--- config.mk ---
export PLATFORM = sky130hd
export DESIGN_NAME = clmul_unit
export DESIGN_NICKNAME = d
export VERILOG_FILES = /design/src/rtl/clmul_pkg.sv /design/src/rtl/clmul_pp_gen.sv /design/src/rtl/clmul_xor_fold.sv /design/src/rtl/clmul_out_stage.sv /design/src/rtl/clmul_unit.sv
export SDC_FILE = /design/constraint.sdc
export NUM_CORES = 1
export LEC_CHECK = 0
export BUFFER_PORTS_ARGS = -buffer_cell sky130_fd_sc_hd__buf_4
export CORE_MARGIN = 2
export CORE_UTILIZATION = 53
export DETAILED_ROUTE_END_ITERATION = 7
export HOLD_SLACK_MARGIN = 0.12
export PLACE_DENSITY = 0.77
export SYNTH_ARGS = -nofsm -noshare
export SYNTH_HDL_FRONTEND = slang
export SYNTH_SLANG_ARGS = --single-unit
--- constraint.sdc ---
create_clock -name clk -period 1.5 [get_ports clk]
set_input_delay 0.225 -clock clk [delete_from_list [all_inputs] [get_ports clk]]
set_output_delay 0.225 -clock clk [all_outputs]
set_load 0.05 [all_outputs]
--- src/rtl/clmul_pkg.sv ---
package clmul_pkg;
   // Width of the carry-less product of two w-bit polynomials.
   function automatic int clmul_prod_w(input int w);
      return 2 * w - 1;
   endfunction
endpackage

--- src/rtl/clmul_pp_gen.sv ---
// Builds one gated, shifted copy of the multiplicand per multiplier bit.
module clmul_pp_gen #(
   parameter int OP_W = 11,
   parameter int PW   = 2 * OP_W - 1
) (
   input  logic [OP_W-1:0]          mcand,
   input  logic [OP_W-1:0]          mplier,
   output logic [OP_W-1:0][PW-1:0]  pp
);
   localparam int EXT_W = PW - OP_W;

   logic [PW-1:0] mcand_ext;
   assign mcand_ext = {{EXT_W{1'b0}}, mcand};

   for (genvar i = 0; i < OP_W; i++) begin : g_row
      assign pp[i] = mplier[i] ? (mcand_ext << i) : '0;
   end
endmodule

--- src/rtl/clmul_xor_fold.sv ---
// Merges all partial products with exclusive-OR, starting from zero.
module clmul_xor_fold #(
   parameter int OP_W = 11,
   parameter int PW   = 2 * OP_W - 1
) (
   input  logic [OP_W-1:0][PW-1:0]  pp,
   output logic [PW-1:0]            sum
);
   always_comb begin
      sum = '0;
      for (int i = 0; i < OP_W; i++) begin
         sum = sum ^ pp[i];
      end
   end
endmodule

--- src/rtl/clmul_out_stage.sv ---
// Result stage: a capture register or a straight pass, chosen by parameter.
module clmul_out_stage #(
   parameter int PW         = 21,
   parameter bit REGISTERED = 1'b1
) (
   input  logic          clk,
   input  logic          rst_n,
   input  logic          load,
   input  logic [PW-1:0] d,
   output logic [PW-1:0] q,
   output logic          q_valid
);
   if (REGISTERED) begin : g_reg
      always_ff @(posedge clk) begin
         if (!rst_n) begin
            q       <= '0;
            q_valid <= 1'b0;
         end else begin
            q_valid <= load;
            if (load) q <= d;
         end
      end
   end else begin : g_pass
      logic unused_pass;
      assign unused_pass = &{1'b0, clk, rst_n};
      assign q       = d;
      assign q_valid = load;
   end
endmodule

--- src/rtl/clmul_unit.sv ---
module clmul_unit
   import clmul_pkg::*;
#(
   parameter int OP_W       = 11,
   parameter bit REGISTERED = 1'b1,
   localparam int PW        = clmul_prod_w(OP_W)
) (
   input  logic            clk,
   input  logic            rst_n,
   input  logic            in_valid,
   input  logic [OP_W-1:0] op_a,
   input  logic [OP_W-1:0] op_b,
   output logic            out_valid,
   output logic [PW-1:0]   product
);
   // parameter legality checked at elaboration
   initial begin
      assert (OP_W >= 2)
         else $fatal(1, "clmul_unit: OP_W must be at least 2");
   end

   logic [OP_W-1:0][PW-1:0] pp;
   logic [PW-1:0]           comb_prod;

   clmul_pp_gen #(.OP_W(OP_W), .PW(PW)) u_pp (
      .mcand  (op_a),
      .mplier (op_b),
      .pp     (pp)
   );

   clmul_xor_fold #(.OP_W(OP_W), .PW(PW)) u_fold (
      .pp  (pp),
      .sum (comb_prod)
   );

   clmul_out_stage #(.PW(PW), .REGISTERED(REGISTERED)) u_out (
      .clk     (clk),
      .rst_n   (rst_n),
      .load    (in_valid),
      .d       (comb_prod),
      .q       (product),
      .q_valid (out_valid)
   );
endmodule

# --- Yosys cells after proc, flatten, opt, wreduce, memory -nomap -nowiden ---
# Cells that the tools add are included.
word_totals:
  reg_bits: 22
  inputBits: 25
  output_inout_bits: 22
  wordCells: 23
op_classes:
  n_mux: 11
  bitwise: 10
ops:
  columns: ["operator", "n"]
  rows:
  - ["two-way mux 21 bit", 1]
  - ["XOR 21 x 13 -> 21 bit", 1]
  - ["XOR 21 x 14 -> 21 bit", 1]
  - ["XOR 21 x 15 -> 21 bit", 1]
  - ["XOR 21 x 16 -> 21 bit", 1]
  - ["XOR 21 x 17 -> 21 bit", 1]
  - ["XOR 21 x 18 -> 21 bit", 1]
  - ["XOR 21 x 19 -> 21 bit", 1]
  - ["XOR 21 x 20 -> 21 bit", 1]
  - ["XOR 21 bit", 1]
  - ["two-way mux 20 bit", 1]
  - ["two-way mux 19 bit", 1]
  - ["two-way mux 18 bit", 1]
  - ["two-way mux 17 bit", 1]
  - ["two-way mux 16 bit", 1]
  - ["two-way mux 15 bit", 1]
  - ["two-way mux 14 bit", 1]
  - ["two-way mux 13 bit", 1]
  - ["two-way mux 12 bit", 1]
  - ["XOR 11 x 12 -> 12 bit", 1]
  - ["two-way mux 11 bit", 1]

# --- Depth between registers and ports, before layout ---
# Gate-level depths: netlist of the first run.
depth:
  word_depth: 11
  depth_mapped: 7
  ltp_nobuf: 6

# --- Modules after synthesis ---
# Synthesis of the first run repeated with hierarchy kept, for this count alone.
hier_totals:
  hier_cells: 513
  hier_area_um2: 4595.7
modules_own_cells:
  columns: ["mod", "n_inst", "cells_per_inst", "area_each_um2"]
  rows:
  - ["clmul_xor_fold", 1, 189, 1944.4]
  - ["clmul_pp_gen", 1, 254, 1804.2]
  - ["clmul_out_stage", 1, 70, 847.1]

# --- Least setup slack after synthesis of the first run ---
# Ideal clock, no wire load.
synth_path:
  kind: "input -> register"
  start: "input op_b[8]"
  end: "register u_out.q[10]"
  setup_ns: 0.117
  t_arrival_ns: 1.201
  required_time_ns: 1.383
  setup_slack_ns: 0.181
  stages: 7
  path_buffers: 1
  cell_sequence: "buf_6 nand2_1 xnor2_1 xnor2_1 xnor3_1 mux2i_1 nor2b_1"
synth_between:
  elab_chain_cells: 4
synth_rtl:
  columns: ["element", "line", "rtl"]
  rows:
  - ["start, declared", "clmul_unit.sv:12", "input logic [OP_W-1:0] op_b,"]
  - ["two-way mux 19 bit", "clmul_pp_gen.sv:16", "assign pp[i] = mplier[i] ? (mcand_ext << i) : '0;"]
  - ["XOR 21 x 19 -> 21 bit", "clmul_xor_fold.sv:12", "sum = sum ^ pp[i];"]
  - ["XOR 21 x 20 -> 21 bit", "clmul_xor_fold.sv:12", null]
  - ["XOR 21 bit", "clmul_xor_fold.sv:12", null]
  - ["end signal, assigned", "clmul_out_stage.sv:16", "q <= '0;"]
  - ["end signal, assigned", "clmul_out_stage.sv:20", "if (load) q <= d;"]
  - ["end, declared", "clmul_out_stage.sv:10", "output logic [PW-1:0] q,"]
# Every way passes these cells.
# A chain may end at the register's enable or synchronous reset.

# --- Worst setup path after layout of the first run ---
layout_path:
  start: "input op_b[4]"
  end: "register u_out.q[12]"
layout_between:
  elab_chain_cells: 8
layout_rtl:
  columns: ["element", "line"]
  rows:
  - ["two-way mux 15 bit", "clmul_pp_gen.sv:16"]
  - ["XOR 21 x 15 -> 21 bit", "clmul_xor_fold.sv:12"]
  - ["XOR 21 x 16 -> 21 bit", "clmul_xor_fold.sv:12"]
  - ["XOR 21 x 17 -> 21 bit", "clmul_xor_fold.sv:12"]
  - ["XOR 21 x 18 -> 21 bit", "clmul_xor_fold.sv:12"]
  - ["XOR 21 x 19 -> 21 bit", "clmul_xor_fold.sv:12"]
  - ["XOR 21 x 20 -> 21 bit", "clmul_xor_fold.sv:12"]
  - ["XOR 21 bit", "clmul_xor_fold.sv:12"]
# Every way passes these cells.

==> results of run 1 <==
## layer usage
layer  GRT usage [%]  vias to the layer above  routed length, microns
li1                -                     1018                       -
met1            31.1                      934                    2430
met2            38.5                       84                    2440
met3            3.61                        4                     397
met4            5.98                        0                      36
met5               0                        -                       0
## stage by stage
stage,util (%),instances,worst slack [ns],power (W)
2_1_floorplan,-,311,0.181,0.00170
3_3_place_gp,62.6,398,0.0599,0.00196
3_5_place_dp,62.6,398,0.0371,0.00198
4_1_cts,64.3,402,0.313,0.00255
5_1_grt,64.3,402,0.226,0.00267
6_report,64.3,402,0.306,0.00253
## power by group
group          internal [W]  leakage [nW]  switching (W)
Combinational      0.000559          1.06       0.000704
Clock              0.000356        0.0357       0.000211
Sequential         0.000658         0.182      0.0000381
Total               0.00157          1.28       0.000952
## sequential cells by signal, summed over array words and instances, names as in the netlist
signal	cells
u_out.q_valid	1
u_out.q	21
## cells by family (layout without fill, tap and decap cells)
| kind of cell | Yosys count | after routing | share of synthesized area [%] |
|---|---|---|---|
| flops | 22 | 22 | 19.1 |
| mux | 9 | 9 | 3.90 |
| xor+xnor | 97 | 97 | 39.2 |
| compound gates | 14 | 14 | 4.98 |
| buf+inv | 28 | 67 | 7.69 |
| simple gates | 141 | 141 | 25.2 |
## path summary, 6_finish.rpt
kind	startpoint	to
min	rst_n	u_out.q[9]
max reg2reg	u_out.q[11]	u_out.q[11]
max	op_b[4]	u_out.q[12]
min reg2reg	u_out.q[0]	u_out.q[0]
## synthesized netlist by cell type
cell type	number
nand3_1	2
nand2_1	123
dfxtp_1	22
and2_1	1
a21oi_1	2
xnor2_2	2
nand2b_1	2
clkbuf_1	4
o211a_1	8
mux2i_1	9
xor2_1	20
xnor2_1	72
buf_2	13
nand2_4	2
o21ai_0	2
a21boi_0	2
buf_6	4
nor2b_1	9
nand2_2	2
xnor3_1	3
buf_4	7
## cells in the final DEF, fill, tap and decap left out
cell       synthesis  layout
nand2_1          123     123
xnor2_1           72      72
buf_4              7      63
dfxtp_1           22      22
xor2_1            20      20
mux2i_1            9       9
nor2b_1            9       9
o211a_1            8       8
xnor3_1            3       3
clkbuf_8           0       3
nand2b_1           2       2
nand3_1            2       2
a21boi_0           2       2
o21ai_0            2       2
a21oi_1            2       2
nand2_4            2       2
nand2_2            2       2
xnor2_2            2       2
and2_1             1       1
bufinv_16          0       1
## worst max-delay path: cells and delay by family
family	cells	cell delay [ns]
AND/OR/NAND/NOR	2	0.18
XOR/XNOR	3	0.75
multiplexers	1	0.09
buffers and inverters	1	0.15
## area by class of cell
class | count | share of cell area (%)
multi-input cells | 261 | 61.7
repair buffers | 63 | 17.2
clock buffers | 3 | 1.51
clock inverters | 1 | 1.09
well taps | 52 | 2.37
flip-flops and latches | 22 | 16.1
==> flow_summary.rst, run 1 <==
.. list-table::
   :header-rows: 1

   * - Metric
     - Value
   * - Post-DP HPWL
     - 4030 microns
   * - TritonCTS buffer count
     - 3
   * - Number of global-route vias before repair
     - 2011
   * - Total number of yosys warnings
     - 0
   * - Cell types occupying the most area after synthesis
     - xnor2_1 27%, nand2_1 20%, dfxtp_1 19%, xor2_1 7.6%, mux2i_1 3.9%
   * - Post-CTS clock slew at the launch and capture registers of the worst setup and hold paths
     - 0.09 ns
   * - Initial core utilization
     - between 50% and 60%
   * - Yosys top cell area share
     - between 20% and 30%
   * - Number of remaining DRC errors
     - 0
   * - Crit path capture type
     - register
   * - Post-Synthesis Net Count
     - 336
   * - Fill cell instance count of the final layout
     - 380
   * - Area of combinational cells with multiple inputs
     - 0.00169 sq mm
   * - # resized after CTS
     - 0
   * - Post-synthesis cell type with the largest combined area
     - xnor2_1
   * - Level count of the clock H-tree
     - 1
   * - Total Routing Usage GR
     - a little under a quarter
   * - Required time reported for the critical path endpoint
     - roughly 1.7 ns
   * - Proportion of layout cells with a drive suffix above 1
     - 20.9%
   * - Antenna cells
     - 0
   * - Classification of the worst setup path
     - in -> reg
   * - Via count
     - 2040
   * - Time the final worst path needs with I/O delays and setup
     - 1.19 ns
   * - Worst slew margin
     - 74.2%
   * - Max Cap Viol
     - 0
   * - Final-report max-slew violation count
     - 0
   * - Fmax
     - between 800 and 900 MHz
   * - Clock Latency Late Sink
     - 0.26 ns
   * - Data arrival time of the worst path
     - between 1 and 1.5 ns
   * - Pre-antenna DRT Iters
     - 4
   * - Number of DRC markers in iteration 0
     - 116
   * - Hold-fix buffer count after cts
     - 0
   * - Initial antenna violation count
     - 0
   * - Net count reported at finish
     - about 380
   * - Final antenna-violating net count
     - 0
   * - Critical path's largest stage delay
     - 0.42 ns
   * - Maximum VDD drop
     - 0.599 mV
   * - Measured slew at the worst slew-check pin
     - 0.387 ns
   * - Cell area after technology mapping
     - 0.00231 sq mm
   * - Routed wire length per instance
     - 13.2 microns
   * - Count of cells along the worst hold path
     - 3
   * - Class of the tightest hold or removal check
     - in -> reg
   * - R2R setup slack
     - 0.85 ns
   * - Pwr per Cell Area
     - 921 mW/mm^2
   * - Maximum number of pins on one net before global-route repair
     - 35
   * - Unrepaired setup endpoints after global routing
     - no
   * - Clock Path Buffers
     - 2
   * - Final setup skew
     - 0 ns
   * - Post-route clock period utilization
     - 79.6%
   * - Clock root buffer master
     - clkbuf_8
   * - Final instance area
     - 0.00274 sq mm
   * - Category of the worst setup path launch point
     - primary input
   * - Sequential cell area in the final layout
     - between 400 and 500 sq um
   * - Overall die height
     - 70.0 microns
   * - DRT Wirelength
     - roughly 5300 microns
   * - Hold Vio Cnt, Final
     - 0
   * - Vias per std cell
     - 5.07
   * - Standard cell with the maximum stage delay on the critical path
     - xnor3_1
   * - Area of the die
     - 0.00490 sq mm
   * - Sequential share of the synthesized area
     - 19.1%
   * - Number of instances in the synthesized netlist
     - 311
   * - Hold Worst Slack
     - 0.318 ns
   * - Core footprint
     - 0.00426 sq mm
   * - Horizontal extent of the die
     - 70.0 microns
   * - Post-CTS setup buffers
     - 0
   * - Static Leakage
     - approximately 1.3 nW
   * - Worst Path Max Fanout
     - 9
   * - Number of synthesized register bits
     - 22
   * - Distinct cell type count after synthesis
     - 21
   * - CP cell instances
     - buf_4, nand2_1, xor2_1, xnor3_1, xnor2_1, mux2i_1, nor2b_1
   * - Count of endpoints failing setup in the final report
     - 0
   * - Clock tree sinks
     - 22
   * - Clock tree from TritonCTS
     - built
   * - Area of placed instances
     - about 0.0027 sq mm
   * - Final weighted congestion of routability-driven global placement
     - 0.862
   * - Quantity of I/O buffers inserted on ports
     - 46
   * - Final total negative setup slack
     - 0 ns
   * - FP Rows
     - 24
   * - Area delta synth->final
     - 18.7%
   * - Total congestion overflow after global routing
     - 0
   * - First-pass GRT wire length
     - 9300 microns
   * - Number of top-level pins
     - 47
   * - Outcome
     - complete, no violations
   * - Syn Area/Cell
     - 7.43 sq um
   * - Worst Reg-to-Reg Cells
     - 2
No activity file was read; power rests on OpenSTA's default activity.
==> run 2: changes to the inputs <==
CORE_UTILIZATION = 50   (was 53)
clock period = 1 ns   (was 1.5 ns; I/O delays follow)
==> run 2 against run 1 <==
Net effect: the run now ends with setup timing left; count of clock-buffer cells in the layout did not move; die area up 5.7%; sequential share of layout area fell by 4.6 points; worst hold slack got worse by 0.091 ns; clock skew unchanged; total power rose by 78%; flip-flop and latch count stayed put; worst setup slack got worse by 0.51 ns; design area grew 40%; via count increased by 22%; global-route usage increased by 1.6 points; critical path type unchanged; critical endpoint is now u_out.q[14]; largest cell class unchanged; highest routed layer unchanged.
==> flow_summary.rst, run 2 (synthesis gave the netlist of run 1 again) <==
.. list-table::
   :header-rows: 1

   * - Metric
     - Value
   * - Fmax
     - 832 MHz
   * - Post-CTS clock slew at the launch and capture registers of the worst setup and hold paths
     - 0.09 ns (about the same)
   * - Number of flip-flops in the largest register
     - 21 (unchanged)
   * - Met3 usage in global routing
     - 3.75% (was 3.61%)
   * - Category of the worst setup path launch point
     - primary input (unchanged)
   * - Level count of the clock H-tree
     - 1 (unchanged)
   * - Number of top-level pins
     - 47 (unchanged)
   * - Measured slew at the worst slew-check pin
     - 0.376 ns (was 0.387 ns)
   * - Number of global-route vias before repair
     - 2181 (was 2011)
   * - Proportion of layout cells with a drive suffix above 1
     - 45.9% (was 20.9%)
   * - Vias per std cell
     - 5.60 (was 5.07)
   * - Count of cells along the worst hold path
     - 2 (was 3)
   * - Clock tree from TritonCTS
     - built (unchanged)
   * - Count of endpoints failing setup in the final report
     - 13 (was 0)
   * - Pwr per Cell Area
     - 1170 mW/mm^2 (was 921 mW/mm^2)
   * - Total Routing Usage GR
     - 24.7% (was 23.1%)
   * - Number of remaining DRC errors
     - 0 (unchanged)
   * - Leading cell type in the layout, fill and taps excluded
     - nand2_1 (unchanged)
   * - Worst Path Max Fanout
     - 7 (was 9)
   * - Time the final worst path needs with I/O delays and setup
     - 1.20 ns
   * - Final antenna-violating net count
     - 0 (unchanged)
   * - Area of the die
     - 0.00518 sq mm (was 0.00490 sq mm)
   * - Most frequent cells in the layout
     - 84 x nand2_1, 59 x buf_4, 54 x xnor2_1, 28 x nand2_4, 24 x buf_6 (was 123 x nand2_1, 72 x xnor2_1, 63 x buf_4, 22 x dfxtp_1, 20 x xor2_1)
   * - Total congestion overflow after global routing
     - 0 (unchanged)
   * - Final-report max-slew violation count
     - 0 (unchanged)
   * - Post-DP HPWL
     - 4510 microns (was 4030 microns)
   * - Met2 track utilization from global routing
     - 45.5% (was 38.5%)
   * - Area delta synth->final
     - 65.7% (was 18.7%)
   * - Initial antenna violation count
     - 0 (unchanged)
   * - Clock root buffer master
     - clkbuf_8 (unchanged)
   * - Overall die height
     - 72.0 microns (was 70.0 microns)
   * - TritonCTS buffer count
     - 3 (unchanged)
   * - Data arrival time of the worst path
     - 1.43 ns (was 1.40 ns)
   * - Post-route clock period utilization
     - 120%
   * - Register with the most flip-flops
     - u_out.q (unchanged)
   * - Violated checks
     - setup timing
   * - Most Used Layer, Global Route
     - met2 (unchanged)
   * - Maximum VDD drop
     - 0.806 mV (was 0.599 mV)
   * - Worst Reg-to-Reg Cells
     - 2 (unchanged)
   * - DRT Wirelength
     - 8460 microns (was 5310 microns)
   * - First-pass GRT wire length
     - 10100 microns (was 9300 microns)
   * - Hold Vio Cnt, Final
     - 0 (unchanged)
   * - Maximum number of pins on one net before global-route repair
     - 35 (unchanged)
   * - Classification of the worst setup path
     - in -> reg (unchanged)
   * - Unrepaired setup endpoints after global routing
     - yes (was no)
   * - Max Cap Viol
     - 0 (unchanged)
   * - Antenna cells
     - 0 (unchanged)
   * - Crit path capture type
     - register (unchanged)
   * - Class of the tightest hold or removal check
     - in -> reg (unchanged)
   * - Clock Latency Late Sink
     - 0.28 ns (was 0.26 ns)
   * - Final weighted congestion of routability-driven global placement
     - 0.849 (was 0.862)
   * - PnR worst setup slack
     - -0.203 ns (was 0.306 ns)
   * - Clock Path Buffers
     - 2 (unchanged)
   * - Final setup skew
     - 0 ns (unchanged)
   * - Worst slew margin
     - 74.9% (was 74.2%)
   * - Outcome
     - complete, but fails checks (was complete, no violations)
   * - Routed wire length per instance
     - 19.1 microns (was 13.2 microns)
   * - Fill cell instance count of the final layout
     - 207 (was 380)
   * - Initial core utilization
     - 52.4% (was 54.2%)
   * - Number of DRC markers in iteration 0
     - 170 (was 116)
   * - Pre-CTS setup slack
     - -0.451 ns (was 0.0371 ns)
   * - FP Rows
     - 24 (unchanged)
   * - Area of placed instances
     - 0.00307 sq mm (was 0.00267 sq mm)
   * - Pre-antenna DRT Iters
     - 4 (unchanged)
   * - Quantity of I/O buffers inserted on ports
     - 46 (unchanged)
   * - Horizontal extent of the die
     - 72.0 microns (was 70.0 microns)
   * - Via count
     - 2486 (was 2040)
   * - Core footprint
     - 0.00441 sq mm (was 0.00426 sq mm)
   * - Final instance area
     - 0.00383 sq mm (was 0.00274 sq mm)
   * - Static Leakage
     - 1.85 nW (was 1.28 nW)
   * - Largest registers in the final layout
     - u_out.q x21, u_out.q_valid x1 (unchanged)
   * - Net count reported at finish
     - 418 (was 376)
   * - Hold-fix buffer count after cts
     - 0 (unchanged)
   * - Global routing met1 resource utilization
     - 29.9% (was 31.1%)
   * - Clock tree sinks
     - 22 (unchanged)
   * - Required time reported for the critical path endpoint
     - 1.23 ns (was 1.70 ns)
==> run 2: cell types whose count changed in the layout (fill, tap and decap cells not counted), sizes merged <==
cell	delta
buf	+42
==> run 2: final timing paths <==
kind / from / endpoint / slack (ns)
setup / recovery: op_a[6] / u_out.q[14] / -0.20
hold / removal: rst_n / u_out.q[3] / 0.23
setup reg to reg: u_out.q[8] / u_out.q[8] / 0.30
hold reg to reg: u_out.q[0] / u_out.q[0] / 0.48
==> run 2: metrics by stage <==
step	std cells	hold WS, ns	TNS (ns)	total power [W]	utilization, %
floorplan	311	0.304	-1.02	0.00268	-
global placement	427	0.463	-4.66	0.00311	69.6
detailed placement	427	0.467	-5.12	0.00315	69.6
CTS	434	0.247	-0.657	0.00407	73.7
global route	444	0.231	-1.42	0.00465	86.8
finish	444	0.228	-0.911	0.00449	86.8
==> run 2: layer usage <==
metal	part of all wire (%)	wire length (microns)
met5	0	0
met4	7.9	666
met3	6.9	581
met2	51	4310
met1	34	2900
==> run 2: worst max-delay path: stages <==
cell and delay [ns]:
buf_12 0.11, buf_6 0.13, nand2_1 0.10, xnor2_1 0.25, xnor2_1 0.15, xnor2_1 0.28, mux2i_1 0.13, nor2b_1 0.12
==> run 2: final cells by class <==
cell class,instances,area [sq um],area share [%]
multi-input cells,261,2150,56.1
repair buffers,105,1100,28.8
flip-flops and latches,22,440,11.5
well taps,52,65.1,1.70
clock buffers,3,41.3,1.08
clock inverters,1,30.0,0.784
==> run 2: timing repair <==
| action | in CTS | in global routing |
|---|---|---|
| gates resized for setup | 22 | 106 |
| setup buffers | 3 | 10 |
| pin swaps | 18 | 55 |
| setup endpoints to repair | 9 | 19 |
==> run 2: power by group <==
part / total (W) / switching, W / leakage (nW) / internal [W]
Clock: 0.000909 / 0.000371 / 0.0357 / 0.000537
Combinational: 0.00253 / 0.00134 / 1.63 / 0.00119
Sequential: 0.00105 / 0.0000661 / 0.182 / 0.000987
==> run 3: changes to the inputs <==
CORE_MARGIN = not set   (was 2)
CORE_UTILIZATION = 53   (was 50)
clock period = 1.2 ns   (was 1 ns; I/O delays follow)
==> run 3 against run 2 <==
Net effect: the run now ends clean; global-route usage is 2.1 points higher; register-to-register slack improved by 0.23 ns; critical path depth fell by 1; via count shrank 11%; largest cell class unchanged; highest routed layer unchanged.
==> flow_summary.rst, run 3 (synthesis gave the netlist of run 1 again) <==
.. list-table::
   :header-rows: 1

   * - Metric
     - Value
   * - Final antenna-violating net count
     - 0 (unchanged)
   * - Area of the die
     - 0.00463 sq mm (was 0.00518 sq mm)
   * - Area delta synth->final
     - 33.7% (was 65.7%)
   * - Overall die height
     - 68.0 microns (was 72.0 microns)
   * - Final-report max-slew violation count
     - 0 (unchanged)
   * - Capture point of the worst path
     - u_out.q[11] (was u_out.q[14])
   * - Vias per std cell
     - 5.28 (was 5.60)
   * - Required time reported for the critical path endpoint
     - 1.35 ns (was 1.23 ns)
   * - FP Rows
     - 23 (was 24)
   * - Clock Path Buffers
     - 2 (unchanged)
   * - Clk pwr share
     - 21.7% (was 20.2%)
   * - Classification of the worst setup path
     - in -> reg (unchanged)
   * - Switching fraction of total power
     - 38.4% (was 39.6%)
   * - Net count reported at finish
     - 394 (was 418)
   * - TritonCTS buffer count
     - 3 (unchanged)
   * - R2R setup slack
     - 0.53 ns (was 0.30 ns)
   * - Post-route clock period utilization
     - 98.5%
   * - Category of the worst setup path launch point
     - primary input (unchanged)
   * - Clock Latency Late Sink
     - 0.27 ns (was 0.28 ns)
   * - Count of endpoints failing setup in the final report
     - 0 (was 13)
   * - Total Routing Usage GR
     - 26.8% (was 24.7%)
   * - DRT Wirelength
     - 6200 microns (was 8460 microns)
   * - Fmax
     - 846 MHz
   * - Share of power burned in registers
     - 26.0% (was 23.4%)
   * - Worst slew margin
     - 75.1% (was 74.9%)
   * - Pwr per Cell Area
     - 1080 mW/mm^2 (was 1170 mW/mm^2)
   * - Worst Path Max Fanout
     - 7 (unchanged)
   * - Core footprint
     - 0.00409 sq mm (was 0.00441 sq mm)
   * - Antenna cells
     - 0 (unchanged)
   * - Max Cap Viol
     - 0 (unchanged)
   * - Number of flip-flops in the largest register
     - 21 (unchanged)
   * - Proportion of layout cells with a drive suffix above 1
     - 29.6% (was 45.9%)
   * - Largest registers in the final layout
     - u_out.q x21, u_out.q_valid x1 (unchanged)
   * - First-pass GRT wire length
     - 9230 microns (was 10100 microns)
   * - Routed wire length per instance
     - 14.8 microns (was 19.1 microns)
   * - Hold Worst Slack
     - 0.271 ns (was 0.228 ns)
   * - Number of remaining DRC errors
     - 0 (unchanged)
   * - Initial antenna violation count
     - 0 (unchanged)
   * - Crit path capture type
     - register (unchanged)
   * - Fill cell instance count of the final layout
     - 293 (was 207)
   * - Outcome
     - complete, no violations (was complete, but fails checks)
   * - Number of DRC markers in iteration 0
     - 175 (was 170)
   * - Total congestion overflow after global routing
     - 0 (unchanged)
   * - Clock root buffer master
     - clkbuf_8 (unchanged)
   * - Hold Vio Cnt, Final
     - 0 (unchanged)
   * - Endpoint of the lowest-slack register-to-register path
     - u_out.q[10] (was u_out.q[8])
   * - Clock tree sinks
     - 22 (unchanged)
   * - Beginning of the critical path
     - op_a[1] (was op_a[6])
   * - Static Leakage
     - 1.47 nW (was 1.85 nW)
   * - Fraction of the core area covered by cells at the end of the flow
     - 75.6% (was 86.8%)
   * - Post-CTS clock slew at the launch and capture registers of the worst setup and hold paths
     - 0.09 ns (about the same)
   * - Pre-antenna DRT Iters
     - 5 (was 4)
   * - Switching Power
     - 0.00128 W (was 0.00178 W)
   * - Measured slew at the worst slew-check pin
     - 0.374 ns (was 0.376 ns)
   * - Worst Reg-to-Reg Cells
     - 2 (unchanged)
   * - Final setup skew
     - 0 ns (unchanged)
   * - Initial core utilization
     - 56.6% (was 52.4%)
   * - Launching point of the worst reg2reg path
     - u_out.q[10] (was u_out.q[8])
   * - Number of top-level pins
     - 47 (unchanged)
   * - Final weighted congestion of routability-driven global placement
     - 0.930 (was 0.849)
   * - Clock tree from TritonCTS
     - built (unchanged)
   * - Class of the tightest hold or removal check
     - in -> reg (unchanged)
   * - Quantity of I/O buffers inserted on ports
     - 46 (unchanged)
   * - Horizontal extent of the die
     - 68.0 microns (was 72.0 microns)
   * - Register with the most flip-flops
     - u_out.q (unchanged)
   * - Time the final worst path needs with I/O delays and setup
     - 1.18 ns
   * - Combinational cell fraction of total power
     - 52.3% (was 56.3%)
   * - Internal portion of total power
     - 0.00206 W (was 0.00271 W)
   * - Maximum VDD drop
     - 0.656 mV (was 0.806 mV)
   * - Hold-fix buffer count after cts
     - 0 (unchanged)
   * - Data arrival time of the worst path
     - 1.33 ns (was 1.43 ns)
   * - Number of global-route vias before repair
     - 2061 (was 2181)
   * - Level count of the clock H-tree
     - 1 (unchanged)
   * - Via count
     - 2205 (was 2486)
   * - Post-DP HPWL
     - 4240 microns (was 4510 microns)
   * - Leading cell type in the layout, fill and taps excluded
     - nand2_1 (unchanged)
   * - Most frequent cells in the layout
     - 114 x nand2_1, 74 x buf_4, 64 x xnor2_1, 22 x dfxtp_1, 19 x xor2_1 (was 84 x nand2_1, 59 x buf_4, 54 x xnor2_1, 28 x nand2_4, 24 x buf_6)
   * - Unrepaired setup endpoints after global routing
     - yes (unchanged)
   * - Maximum number of pins on one net before global-route repair
     - 35 (unchanged)
## run 3: cell types whose count changed in the layout (fill, tap and decap cells not counted), sizes merged
cell / change
buf: -24
## run 3: metal layers
metal	wire length (microns)	share of wire [%]	vias to the layer above	global-route usage, %
li1	-	-	1057	-
met4	133	2.1	0	13.3
met3	443	7.1	14	5.17
met1	2410	39	1015	32.8
met2	3210	52	119	44.4
met5	0	0	-	0
## run 3: stage by stage
stage	setup slack (ns)	instance area [sq um]	total power (W)	std cells	TNS, ns
after floorplan	-0.0536	2480	0.00218	311	-0.0981
after global placement	-0.186	2880	0.00252	412	-1.64
after detailed placement	-0.229	2880	0.00256	412	-2.21
after CTS	0.0667	2950	0.00328	416	0
after global routing	-0.0238	3090	0.00350	418	-0.0284
final	0.0186	3090	0.00335	418	0
## run 3: cell type report
class / count / area [sq um] / area share [%]
multi-input cells: 261 / 1840 / 59.7
clock buffers: 3 / 41.3 / 1.34
clock inverters: 1 / 30.0 / 0.972
flip-flops and latches: 22 / 440 / 14.3
well taps: 50 / 62.6 / 2.03
repair buffers: 81 / 672 / 21.7
## run 3: critical path, stage by stage
cell and delay [ns]:
buf_4 0.16, nand2_1 0.09, xor2_1 0.29, xnor2_2 0.12, xnor2_1 0.26, xnor2_1 0.15, a21oi_1 0.08
## run 3: how the worst min path moves through the flow
stage,end,start,cells past startpoint
after floorplan,u_out.q[0],rst_n,1
after global routing,u_out.q[0],rst_n,2
after detailed placement,u_out.q[13],u_out.q[13],1
after CTS,u_out.q[3],rst_n,2
after global placement,u_out.q[0],u_out.q[0],2
final,u_out.q[1],rst_n,2
## run 3: repair_timing
| action | 4_1_cts | 5_1_grt |
|---|---|---|
| resized for setup | 0 | 20 |
| setup buffers | 0 | 2 |
| endpoints found under the setup margin | 0 | 2 |
| hold endpoints to repair | 0 | 0 |
## run 3: power by group through the flow
stage               Sequential, W  Clock [W]  Combinational (W)
floorplan                 0.00120          0           0.000981
global placement         0.000886          0            0.00163
detailed placement       0.000887          0            0.00167
CTS                      0.000871   0.000727            0.00168
global route             0.000882   0.000754            0.00186
finish                   0.000870   0.000725            0.00175
